==> src/rtl/cfg_cpl_pkg.sv <==
package cfg_cpl_pkg;
  localparam int BEAT_W   = 64;
  localparam int WORD_W   = 32;
  localparam int STAT_LSB = WORD_W + 12;
  localparam int STAT_W   = 3;

  typedef enum logic { RES_OK = 1'b0, RES_NODEV = 1'b1 } res_code_e;

  function automatic logic [STAT_W-1:0] cpl_status(input logic [BEAT_W-1:0] beat);
    return beat[STAT_LSB +: STAT_W];
  endfunction

  function automatic logic status_fails(input logic [STAT_W-1:0] st);
    return st != '0;
  endfunction

  function automatic logic [WORD_W-1:0] low_word(input logic [BEAT_W-1:0] beat);
    return beat[WORD_W-1:0];
  endfunction
endpackage

==> src/rtl/cpl_beat_filter.sv <==
module cpl_beat_filter
  import cfg_cpl_pkg::*;
(
  input  logic              clk,
  input  logic              rst_n,
  input  logic              clear,
  input  logic              enable,
  input  logic              valid,
  input  logic              sop,
  input  logic              eop,
  input  logic [BEAT_W-1:0] beat,
  output logic              take,
  output logic              eop_take,
  output logic [STAT_W-1:0] status
);
  logic              seen_sop_q;
  logic [STAT_W-1:0] status_q;
  logic              sop_take;

  assign take     = enable && valid && (sop || eop || seen_sop_q);
  assign sop_take = take && sop;
  assign eop_take = take && eop;
  assign status   = sop_take ? cpl_status(beat) : status_q;

  always_ff @(posedge clk) begin
    if (!rst_n || clear) begin
      seen_sop_q <= 1'b0;
      status_q   <= '0;
    end else if (eop_take) begin
      seen_sop_q <= 1'b0;
      status_q   <= '0;
    end else if (sop_take) begin
      seen_sop_q <= 1'b1;
      status_q   <= cpl_status(beat);
    end
  end
endmodule

==> src/rtl/cpl_wait_timer.sv <==
module cpl_wait_timer #(
  parameter int TIMEOUT_CYC = 64
) (
  input  logic clk,
  input  logic rst_n,
  input  logic restart,
  input  logic active,
  output logic expire
);
  localparam int CNT_W = $clog2(TIMEOUT_CYC + 1);
  localparam logic [CNT_W-1:0] LAST = CNT_W'(TIMEOUT_CYC - 1);

  logic [CNT_W-1:0] cnt_q;

  assign expire = active && (cnt_q == LAST);

  always_ff @(posedge clk) begin
    if (!rst_n || restart) cnt_q <= '0;
    else if (active && !expire) cnt_q <= cnt_q + 1'b1;
  end
endmodule

==> src/rtl/cfg_cpl_receiver.sv <==
module cfg_cpl_receiver
  import cfg_cpl_pkg::*;
#(
  parameter int TIMEOUT_CYC = 64
) (
  input  logic              clk,
  input  logic              rst_n,
  input  logic              req_start,
  input  logic              req_is_write,
  input  logic              beat_valid,
  input  logic              beat_sop,
  input  logic              beat_eop,
  input  logic [BEAT_W-1:0] beat_data,
  output logic              res_valid,
  output logic              res_code,
  output logic [WORD_W-1:0] res_data
);
  logic              busy_q;
  logic              is_wr_q;
  logic              beat_take;
  logic              eop_take;
  logic              wait_expire;
  logic [STAT_W-1:0] cur_status;
  logic              status_fail;
  logic              res_valid_q;
  res_code_e         res_code_q;
  logic [WORD_W-1:0] res_data_q;

  cpl_beat_filter u_filter (
    .clk      (clk),
    .rst_n    (rst_n),
    .clear    (req_start),
    .enable   (busy_q),
    .valid    (beat_valid),
    .sop      (beat_sop),
    .eop      (beat_eop),
    .beat     (beat_data),
    .take     (beat_take),
    .eop_take (eop_take),
    .status   (cur_status)
  );

  cpl_wait_timer #(.TIMEOUT_CYC(TIMEOUT_CYC)) u_timer (
    .clk     (clk),
    .rst_n   (rst_n),
    .restart (req_start),
    .active  (busy_q),
    .expire  (wait_expire)
  );

  assign status_fail = status_fails(cur_status);

  always_ff @(posedge clk) begin
    if (!rst_n) begin
      busy_q      <= 1'b0;
      is_wr_q     <= 1'b0;
      res_valid_q <= 1'b0;
      res_code_q  <= RES_OK;
      res_data_q  <= '0;
    end else begin
      res_valid_q <= 1'b0;
      if (req_start) begin
        busy_q     <= 1'b1;
        is_wr_q    <= req_is_write;
        res_code_q <= RES_OK;
        res_data_q <= '0;
      end else if (busy_q) begin
        if (eop_take) begin
          busy_q      <= 1'b0;
          res_valid_q <= 1'b1;
          res_code_q  <= status_fail ? RES_NODEV : RES_OK;
          if (!status_fail && !is_wr_q) res_data_q <= low_word(beat_data);
        end else if (wait_expire) begin
          busy_q      <= 1'b0;
          res_valid_q <= 1'b1;
          res_code_q  <= RES_NODEV;
        end
      end
    end
  end

  assign res_valid = res_valid_q;
  assign res_code  = res_code_q;
  assign res_data  = res_data_q;
endmodule

==> config.mk <==
export PLATFORM = sky130hd
export DESIGN_NAME = cfg_cpl_receiver
export DESIGN_NICKNAME = d
export VERILOG_FILES = /design/src/rtl/cfg_cpl_pkg.sv /design/src/rtl/cpl_beat_filter.sv /design/src/rtl/cpl_wait_timer.sv /design/src/rtl/cfg_cpl_receiver.sv
export SDC_FILE = /design/constraint.sdc
export NUM_CORES = 1
export LEC_CHECK = 0
export ABC_AREA = 1
export ABC_CLOCK_PERIOD_IN_PS = 2100
export CAP_MARGIN = 20
export CELL_PAD_IN_SITES_DETAIL_PLACEMENT = 1
export CELL_PAD_IN_SITES_GLOBAL_PLACEMENT = 1
export CORE_MARGIN = 2
export CORE_UTILIZATION = 28
export DETAILED_ROUTE_END_ITERATION = 6
export HOLD_SLACK_MARGIN = 0.05
export PLACE_DENSITY_LB_ADDON = 0.1
export SLEW_MARGIN = 40
export SYNTH_ARGS = -nofsm -noshare
export SYNTH_HDL_FRONTEND = slang
export SYNTH_HIERARCHICAL = 1
export SYNTH_SLANG_ARGS = --single-unit
==> constraint.sdc <==
create_clock -name clk -period 2.1 [get_ports clk]
set_clock_uncertainty 0.2 [all_clocks]
set_input_delay 0.42 -clock clk [delete_from_list [all_inputs] [get_ports clk]]
set_output_delay 0.42 -clock clk [all_outputs]
set_load 0.02 [all_outputs]
==> reports/qor.yml <==
vias_per_cell: 4.09
final_cell_mix: "inv_1, nand2_1, clkdlybuf4s50_1, nor2_1, dfxtp_1"
cp_cell_sequence: "clkdlybuf4s50_1"
grt_max_degree: 34
grt_usage_pct: 14.3
cp_top_family: "buffers and inverters"
setup-violations-final: 0
p_leak_nw: 1.68
insertedDiodeCount: 0
worstPathRequired_ns: 1.48
die-area_sq_mm: 0.00944
avgSynthCellArea_sq_um: 6.23
num_rows: 33
drive_gt1_share_pct: 8.42
cp.arrival_ns: 1.27
finalWirelength_mm: 6.66
portBuffers: 75
cts.clk_slew.worst_paths_ns: 0.09
relSlewSlack_pct: 78.3
grt_pass1_wl_mm: 11.0
holdWs_ns: 0.280
critPathBufInv: 1
routedWlPerCell_um: 11.5
total_power_mw: 1.71
utilization_pct: 42.8
vdd_drop_max_v: 0.000209
period_share_pct: 89.8
hold_viol_final: 0
core_area_sq_mm: 0.00830
antenna_found_initial: 0
die_y_um: 97.2
layout.nets: 546
start_util_pct: 29.3
globalplace.congestion: 0.760
syn_inst: 390
h-tree-depth: 2
clk_path_buf_depth: 2
cp-end-kind: "primary output"
io_pins: 105
cts_inserted_buffers: 5
grt.overflow.total: 0
synth_nets: 462
drt_iter0_markers: 33
crit_fanout: 2
cts_root_buffer: "clkbuf_8"
hold_class: "reg -> reg"
outcome: "completed"
die_x_um: 97.2
finalMaxSlewViolations: 0
cts_tree: "yes"
hpwlAfterDp_mm: 4.67
setup_tns_ns: 0
cts_sinks: 47
layout_commonest_cell: "inv_1"
rsz0062_at_grt: "no"
critPathMaxStageDelay_ns: 0.62
drc: 0
p_per_area_mw_per_mm2: 483
worstMarginPinSlew_ns: 0.325
critical_path_class: "reg -> out"
yosys_warnings: 6
period_needed_ns: 1.89
first_pass_iters: 4
via_count: 2372
startpoint_type: "register"
first_global_vias: 2358
cap_viol_max_count: 0
synth_area_sq_mm: 0.00243
slowest_stage: "clkdlybuf4s50_1"
antenna_left: 0
clock_latency_ns: 0.30
area_delta_synth_final_pct: 46.0
fmax_ghz: 0.530
==> registers in the layout, summed over array words and instances, names as in the netlist <==
register	flops
u_filter/status_q	3
res_data	32
busy_q	1
res_valid	1
u_filter/seen_sop_q	1
is_wr_q	1
res_code	1
u_timer/cnt_q	7
==> timing repair <==
action / CTS / global route
setup endpoints to repair: 0 / 33
resized for setup: 0 / 10
hold buffers: 0 / 0
setup buffers: 0 / 1
==> stage by stage <==
stage / setup slack, ns / cells / area, sq um
2_1_floorplan: 0.344 / 390 / 2430
3_3_place_gp: -0.211 / 568 / 3370
3_5_place_dp: -0.261 / 568 / 3370
4_1_cts: 0.0548 / 576 / 3450
5_1_grt: 0.0617 / 580 / 3550
6_report: 0.215 / 580 / 3550
==> tightest hold or removal path, cell delays in order (launching register included) <==
cell	delay, ns
dfxtp_1	0.32
inv_1	0.05
a21oi_1	0.06
==> final timing paths <==
check / startpoint / endpoint / slack (ns) / cells after the start
max: res_data[13]$_SDFFE_PP0P_ / res_data[13] / 0.21 / 1
min: u_filter/seen_sop_q$_SDFFE_PP0P_ / u_filter/seen_sop_q$_SDFFE_PP0P_ / 0.28 / 2
max reg2reg: u_filter/seen_sop_q$_SDFFE_PP0P_ / res_data[24]$_SDFFE_PP0P_ / 0.23 / 13
min reg2reg: u_filter/seen_sop_q$_SDFFE_PP0P_ / u_filter/seen_sop_q$_SDFFE_PP0P_ / 0.28 / 2
==> final cells by class <==
class,instances,area [sq um]
fillers,1063,4750
repair buffers,89,968
multi-input cells,207,961
flip-flops and latches,47,941
inverters,124,465
well taps,105,131
clock buffers,7,76.3
clock inverters,1,5.00
==> power breakdown <==
part	switching, mW	internal [mW]	total, mW
registers	0.00683	0.900	0.907
logic	0.129	0.138	0.267
clock network	0.304	0.235	0.539
total	0.440	1.27	1.71
==> layer usage <==
metal | wire (um) | track usage (%) | vias to the layer above
li1 | - | - | 1271
met1 | 3300 | 17.8 | 1044
met2 | 2980 | 24.0 | 53
met3 | 302 | 4.10 | 4
met4 | 71 | 4.01 | 0
met5 | 0 | 0 | -
(Power assumes the default switching activity.)
